File: src/rtl/cmd_xcvr_pkg.sv
package cmd_xcvr_pkg;
  typedef enum logic [3:0] {
    PH_IDLE,
    PH_PREP,   // lines high, settle
    PH_STA,    // data low, clock high
    PH_STB,    // clock low
    PH_BD,     // present data bit
    PH_BH,     // clock high
    PH_BL,     // clock low
    PH_BS,     // sampled, hold
    PH_STOP    // clock high, data low
  } phase_e;
endpackage

File: src/rtl/cmd_xcvr_timer.sv
module cmd_xcvr_timer #(
  parameter int TICK_W = 16
) (
  input  logic              clk_i,
  input  logic              rst_ni,
  input  logic              load_i,
  input  logic              run_i,
  input  logic [TICK_W-1:0] tick_i,
  output logic              step_o
);
  logic [TICK_W-1:0] w_q, cnt_q, w_eff;

  assign w_eff  = (tick_i == '0) ? TICK_W'(1) : tick_i;
  assign step_o = run_i && (cnt_q == '0);

  always_ff @(posedge clk_i or negedge rst_ni) begin
    if (!rst_ni) begin
      w_q   <= TICK_W'(1);
      cnt_q <= '0;
    end else if (load_i) begin
      w_q   <= w_eff;
      cnt_q <= w_eff - TICK_W'(1);
    end else if (run_i) begin
      if (cnt_q == '0) cnt_q <= w_q - TICK_W'(1);
      else             cnt_q <= cnt_q - TICK_W'(1);
    end
  end

  a_r3_cnt_below_width: assert property (@(posedge clk_i) disable iff (!rst_ni)
    cnt_q < w_q);
  a_r3_step_reload: assert property (@(posedge clk_i) disable iff (!rst_ni)
    (step_o && !load_i) |=> (cnt_q == w_q - TICK_W'(1)));
endmodule

File: src/rtl/cmd_xcvr_shift.sv
module cmd_xcvr_shift #(
  parameter int WORD_W = 32,
  parameter int PAGE_W = 2
) (
  input  logic              clk_i,
  input  logic              rst_ni,
  input  logic              load_i,
  input  logic [WORD_W-1:0] cmd_i,
  input  logic              tx_shift_i,
  input  logic              sample_i,
  input  logic              sdi_i,
  input  logic              finish_i,
  output logic              tx_bit_o,
  output logic [WORD_W-1:0] status_o
);
  localparam int RX_KEEP = WORD_W - PAGE_W;

  logic [WORD_W-1:0] tx_q, rx_q, status_q;
  logic [PAGE_W-1:0] page_q;

  assign tx_bit_o = tx_q[WORD_W-1];
  assign status_o = status_q;

  always_ff @(posedge clk_i or negedge rst_ni) begin
    if (!rst_ni) begin
      tx_q     <= '0;
      rx_q     <= '0;
      page_q   <= '0;
      status_q <= '0;
    end else begin
      if (load_i) begin
        tx_q   <= cmd_i;
        page_q <= cmd_i[WORD_W-1 -: PAGE_W];
        rx_q   <= '0;
      end else begin
        if (tx_shift_i) tx_q <= {tx_q[WORD_W-2:0], 1'b0};
        if (sample_i)   rx_q <= {rx_q[WORD_W-2:0], sdi_i};
      end
      if (finish_i) status_q <= {page_q, rx_q[RX_KEEP-1:0]};
    end
  end

  a_r6_rx_enters_lsb: assert property (@(posedge clk_i) disable iff (!rst_ni)
    (sample_i && !load_i) |=> (rx_q[0] == $past(sdi_i)));
  a_r8_status_held: assert property (@(posedge clk_i) disable iff (!rst_ni)
    !finish_i |=> $stable(status_o));
endmodule

File: src/rtl/cmd_xcvr_ctrl.sv
module cmd_xcvr_ctrl
  import cmd_xcvr_pkg::*;
#(
  parameter int WORD_W = 32
) (
  input  logic clk_i,
  input  logic rst_ni,
  input  logic start_i,
  input  logic step_i,
  input  logic tx_bit_i,
  output logic load_o,
  output logic tx_shift_o,
  output logic sample_o,
  output logic finish_o,
  output logic busy_o,
  output logic done_o,
  output logic sck_o,
  output logic sdo_o
);
  localparam int BIT_CW = $clog2(WORD_W);
  localparam logic [BIT_CW-1:0] LAST_BIT = BIT_CW'(WORD_W - 1);

  phase_e phase_q, phase_d;
  logic [BIT_CW-1:0] bit_q;
  logic sck_q, sdo_q, sck_d, sdo_d, done_q;

  assign busy_o = (phase_q != PH_IDLE);
  assign done_o = done_q;
  assign sck_o  = sck_q;
  assign sdo_o  = sdo_q;

  always_comb begin
    phase_d    = phase_q;
    sck_d      = sck_q;
    sdo_d      = sdo_q;
    load_o     = 1'b0;
    tx_shift_o = 1'b0;
    sample_o   = 1'b0;
    finish_o   = 1'b0;
    if (phase_q == PH_IDLE) begin
      if (start_i) begin
        load_o  = 1'b1;
        phase_d = PH_PREP;
      end
    end else if (step_i) begin
      case (phase_q)
        PH_PREP: begin phase_d = PH_STA; sdo_d = 1'b0; end
        PH_STA:  begin phase_d = PH_STB; sck_d = 1'b0; end
        PH_STB:  begin phase_d = PH_BD;  sdo_d = tx_bit_i; end
        PH_BD:   begin phase_d = PH_BH;  sck_d = 1'b1; tx_shift_o = 1'b1; end
        PH_BH:   begin phase_d = PH_BL;  sck_d = 1'b0; end
        PH_BL:   begin phase_d = PH_BS;  sample_o = 1'b1; end
        PH_BS: begin
          if (bit_q == LAST_BIT) begin
            phase_d = PH_STOP; sck_d = 1'b1; sdo_d = 1'b0;
          end else begin
            phase_d = PH_BD; sdo_d = tx_bit_i;
          end
        end
        PH_STOP: begin phase_d = PH_IDLE; sdo_d = 1'b1; finish_o = 1'b1; end
        default: phase_d = PH_IDLE;
      endcase
    end
  end

  always_ff @(posedge clk_i or negedge rst_ni) begin
    if (!rst_ni) begin
      phase_q <= PH_IDLE;
      bit_q   <= '0;
      sck_q   <= 1'b1;
      sdo_q   <= 1'b1;
      done_q  <= 1'b0;
    end else begin
      phase_q <= phase_d;
      sck_q   <= sck_d;
      sdo_q   <= sdo_d;
      done_q  <= finish_o;
      if (load_o) bit_q <= '0;
      else if (step_i && phase_q == PH_BS && bit_q != LAST_BIT) bit_q <= bit_q + BIT_CW'(1);
    end
  end

  a_r8_done_one_cycle: assert property (@(posedge clk_i) disable iff (!rst_ni)
    done_o |=> !done_o);
  a_r8_done_ends_busy: assert property (@(posedge clk_i) disable iff (!rst_ni)
    done_o |-> (!busy_o && $past(busy_o)));
  a_r7_idle_lines_high: assert property (@(posedge clk_i) disable iff (!rst_ni)
    !busy_o |-> (sck_o && sdo_o));
  a_r2_start_taken: assert property (@(posedge clk_i) disable iff (!rst_ni)
    (!busy_o && start_i) |=> busy_o);
  a_r5_data_steady_clk_high: assert property (@(posedge clk_i) disable iff (!rst_ni)
    (phase_q == PH_BH || phase_q == PH_BL) |-> $stable(sdo_o));
endmodule

File: src/rtl/cmd_shift_xcvr.sv
module cmd_shift_xcvr #(
  parameter int WORD_W = 32,
  parameter int TICK_W = 16,
  parameter int PAGE_W = 2
) (
  input  logic              clk_i,
  input  logic              rst_ni,
  input  logic              start_i,
  input  logic [WORD_W-1:0] cmd_i,
  input  logic [TICK_W-1:0] tick_i,
  output logic              busy_o,
  output logic              done_o,
  output logic [WORD_W-1:0] status_o,
  output logic              sck_o,
  output logic              sdo_o,
  input  logic              sdi_i
);
  logic load, step, tx_bit, tx_shift, sample, finish;

  cmd_xcvr_timer #(.TICK_W(TICK_W)) u_timer (
    .clk_i  (clk_i),
    .rst_ni (rst_ni),
    .load_i (load),
    .run_i  (busy_o),
    .tick_i (tick_i),
    .step_o (step)
  );

  cmd_xcvr_shift #(.WORD_W(WORD_W), .PAGE_W(PAGE_W)) u_shift (
    .clk_i      (clk_i),
    .rst_ni     (rst_ni),
    .load_i     (load),
    .cmd_i      (cmd_i),
    .tx_shift_i (tx_shift),
    .sample_i   (sample),
    .sdi_i      (sdi_i),
    .finish_i   (finish),
    .tx_bit_o   (tx_bit),
    .status_o   (status_o)
  );

  cmd_xcvr_ctrl #(.WORD_W(WORD_W)) u_ctrl (
    .clk_i      (clk_i),
    .rst_ni     (rst_ni),
    .start_i    (start_i),
    .step_i     (step),
    .tx_bit_i   (tx_bit),
    .load_o     (load),
    .tx_shift_o (tx_shift),
    .sample_o   (sample),
    .finish_o   (finish),
    .busy_o     (busy_o),
    .done_o     (done_o),
    .sck_o      (sck_o),
    .sdo_o      (sdo_o)
  );
endmodule

File: config.mk
export PLATFORM = sky130hd
export DESIGN_NAME = cmd_shift_xcvr
export DESIGN_NICKNAME = d
export VERILOG_FILES = /design/src/rtl/cmd_xcvr_pkg.sv /design/src/rtl/cmd_xcvr_timer.sv /design/src/rtl/cmd_xcvr_shift.sv /design/src/rtl/cmd_xcvr_ctrl.sv /design/src/rtl/cmd_shift_xcvr.sv
export SDC_FILE = /design/constraint.sdc
export NUM_CORES = 1
export LEC_CHECK = 0
export ABC_AREA = 1
export BUFFER_PORTS_ARGS = -buffer_cell sky130_fd_sc_hd__buf_2
export CORE_MARGIN = 4
export CORE_UTILIZATION = 59
export DETAILED_ROUTE_END_ITERATION = 10
export GPL_ROUTABILITY_DRIVEN = 0
export GPL_TIMING_DRIVEN = 1
export PLACE_DENSITY_LB_ADDON = 0.25
export SLEW_MARGIN = 25
export SYNTH_ARGS = -nofsm -noshare
export SYNTH_HDL_FRONTEND = slang
export SYNTH_SLANG_ARGS = --single-unit
File: constraint.sdc
create_clock -name clk_i -period 3.7 [get_ports clk_i]
set_input_delay 0.74 -clock clk_i [delete_from_list [all_inputs] [get_ports clk_i]]
set_output_delay 0.74 -clock clk_i [all_outputs]
set_load 0.02 [all_outputs]
==> impl_metrics.csv <==
group,metric,value,unit
routing,vias,5826,
global_routing,antenna_found_initial,0,
final_layout,final_common_cell,"nand2_1",
run,maxCapViolCount,0,
die,ios,88,
power,max-vdd-ir-drop,0.000383,V
synthesis,synthFlopType,"dfrtp_1",
placement,dpl.hpwl,9610,um
timing,fin_setup_tns,0,ps
timing,worst_pin_slew,761,ps
routing,post_drt_via_cell_ratio,5.30,
clock_tree,cts_setup_buffers,0,
worst_setup_path,path_class,"reg2reg",
worst_setup_path,r2r_cells,9,
clock_tree,cts_resized,0,
worst_setup_path,r2r_start,"u_timer.cnt_q[13]$_DFFE_PN0P_",
global_routing,grt_pass1_wl,25800,um
clock_tree,cts_tree,"yes",
synthesis,synth_enable_flop_cells,0,
timing,skew,8.32,ps
routing,drtIter0Drc,482,
worst_hold_path,hold_class,"in2async",
clock_tree,path_clk_slew,60,ps
die,die_y,116,um
timing,relSlewSlack,49.3,%
routing,wl,14700,um
synthesis,async_reset_ff_share,100,%
synthesis,syn-num-nets,922,
clock_tree,cts_max_path_buffers,2,
power,internal-power,2640,uW
die,dieArea,0.0135,mm2
worst_setup_path,arrival,2980,ps
routing,wl_per_cell,13.4,um
worst_setup_path,worstReg2RegEnd,"u_shift.tx_q[14]$_DFFE_PN0P_",
timing,layout_setup_ws,1030,ps
synthesis,yosysWarningCount,0,
global_routing,grt_max_degree,87,
synthesis,synth-seq-cells,140,
timing,drv_slew,0,
clock_tree,hold_buffers,0,
power,cellPowerDensity,458,mW/mm2
die,start_util,60.3,%
routing,drt-pass1-iter-count,6,
synthesis,syn_avg_cell_area,7.94,um2
synthesis,netlist_area,0.00688,mm2
timing,setup_viol,0,
power,power.total,3630,uW
worst_setup_path,crit_fanout,28,
die,core_area,0.0114,mm2
worst_setup_path,r2r_setup_slack,1030,ps
timing,final.period_utilization,72.2,%
clock_tree,clock-root-buffer,"clkbuf_16",
die,dieWidth,116,um
final_layout,final_cell_mix,"320 x nand2_1, 137 x dfrtp_1, 86 x buf_2",
placement,pre_cts_ws,1070,ps
routing,postRouteAntennaNets,0,
power,p_seq_share,44.5,%
worst_setup_path,worst-endpoint-required,4010,ps
routing,drcViolationCount,0,
worst_setup_path,slowest_delay,540,ps
global_routing,first_global_vias,5557,
timing,hold_viol_final,0,
global_routing,grtUsageTotal,24.0,%
synthesis,synth_cell_types,33,
timing,fmax,374,MHz
final_layout,nNetsFinal,998,
clock_tree,htree_num_levels,4,
global_routing,overflow,0,
synthesis,synth_top_area_share,49.8,%
power,switching_share,27.2,%
power,clockPowerShare,43.5,%
synthesis,synthCells,867,
placement,io_buffers,87,
clock_tree,cts.sinks,140,
synthesis,yosys.area.top_type,"dfrtp_1",
timing,rsz0062_at_grt,"false",
clock_tree,cts_buffers,17,
worst_setup_path,endpoint_kind,"flip-flop",
power,comb_power_share,11.9,%
power,p_leak,0.00444,uW
final_layout,area_delta_synth_final,15.2,%
timing,min_period,2670,ps
die,fp-row-count,39,
power,power.switching,987,uW
run_status,status,"finished, final reports clean",
synthesis,synth_area_leaders,"dfrtp_1 50%, nand2_1 17%, nand3_1 5.5%",
synthesis,seq_area_frac_synth,51.0,%
worst_setup_path,slowest_stage,"nor2_4",
worst_setup_path,crit_chain,"nor2_1, nand2_1, nor2_4, nand2_4, nor2_2, inv_2, nor2_4, nand2_1, a22o_1",
clock_tree,clock_latency,420,ps
final_layout,num_antenna_cells,0,
final_layout,drive_gt1_share,18.6,%
worst_setup_path,cp-start-kind,"flip-flop",
-- critical path, delay by kind of cell (launching register included) --
family,cells,cell delay [ps]
and+or+nand+nor,7,1710
DFF,1,400
buffers and inverters,1,200
AOI/OAI and AO/OA,1,230
-- cell type report --
type | instances | area (um2)
clock buffer | 21 | 470
timing repair buffer | 96 | 522
multi-input combinational | 598 | 2820
inverter | 90 | 340
fill | 926 | 3490
sequential | 140 | 3510
clock inverter | 11 | 86.3
tap | 143 | 179
-- worst max-delay path by stage --
stage | from | to | slack, ps
after floorplan | start_i | u_timer.cnt_q[14]$_DFFE_PN0P_ | 1630
after global placement | u_ctrl.phase_q[1]$_DFFE_PN0P_ | u_timer.cnt_q[10]$_DFFE_PN0P_ | 1100
after detailed placement | u_ctrl.phase_q[1]$_DFFE_PN0P_ | u_timer.cnt_q[14]$_DFFE_PN0P_ | 1070
after CTS | u_timer.cnt_q[13]$_DFFE_PN0P_ | u_shift.tx_q[14]$_DFFE_PN0P_ | 1060
after global routing | u_ctrl.phase_q[1]$_DFFE_PN0P_ | u_timer.cnt_q[14]$_DFFE_PN0P_ | 730
final | u_timer.cnt_q[13]$_DFFE_PN0P_ | u_shift.tx_q[14]$_DFFE_PN0P_ | 1030
-- cells in the mapped netlist, types with 8 or more instances --
library cell and instances:
nand2_2 8, nand3_1 76, clkbuf_1 12, nor2_1 52
inv_2 12, dfrtp_1 137, nand2_1 320, o21ai_0 60
buf_2 19, inv_1 77, a22o_1 23, nor2_4 9
-- per-layer routing --
layer | GRT usage [%] | routed length, um
met5 | 0 | 0
met4 | 7.73 | 136
met3 | 5.54 | 761
met2 | 37.7 | 6950
met1 | 33.3 | 6890
-- sequential cells by signal, indices dropped and copies added (netlist names) --
| name | flops |
|---|---|
| u_shift.status_o | 32 |
| u_shift.tx_q | 32 |
| u_shift.rx_q | 30 |
| u_timer.cnt_q | 16 |
| u_timer.w_q | 16 |
| u_ctrl.bit_q | 5 |
| u_ctrl.phase_q | 4 |
| u_shift.page_q | 2 |
| u_ctrl.done_o | 1 |
| u_ctrl.sck_o | 1 |
| u_ctrl.sdo_o | 1 |
-- metrics by stage --
step	std cells	area (um2)	utilization [%]	hold WS, ps
CTS	1099	7930	69.4	397
detailed placement	1067	7370	64.5	453
global route	1099	7930	69.4	414
finish	1099	7930	69.4	361
floorplan	867	6880	-	442
global placement	1067	7370	64.5	448
-- power by group through the flow --
| stage | Combinational [uW] | Clock, uW | Sequential, uW |
|---|---|---|---|
| final | 434 | 1580 | 1620 |
| after global routing | 500 | 1680 | 1620 |
| after CTS | 437 | 1610 | 1620 |
| after detailed placement | 433 | 0 | 1640 |
| after global placement | 427 | 0 | 1640 |
| after floorplan | 313 | 0 | 1630 |
-- cell families after synthesis --
logic type	after synthesis	synth area share (%)
compound gates	109	9.71
xor+xnor	2	0.255
buf+inv	129	8.07
mux	2	0.327
flops	140	51.0
simple gates	482	30.1
fa+ha+maj	3	0.546
No activity file was read; power rests on OpenSTA's default activity.
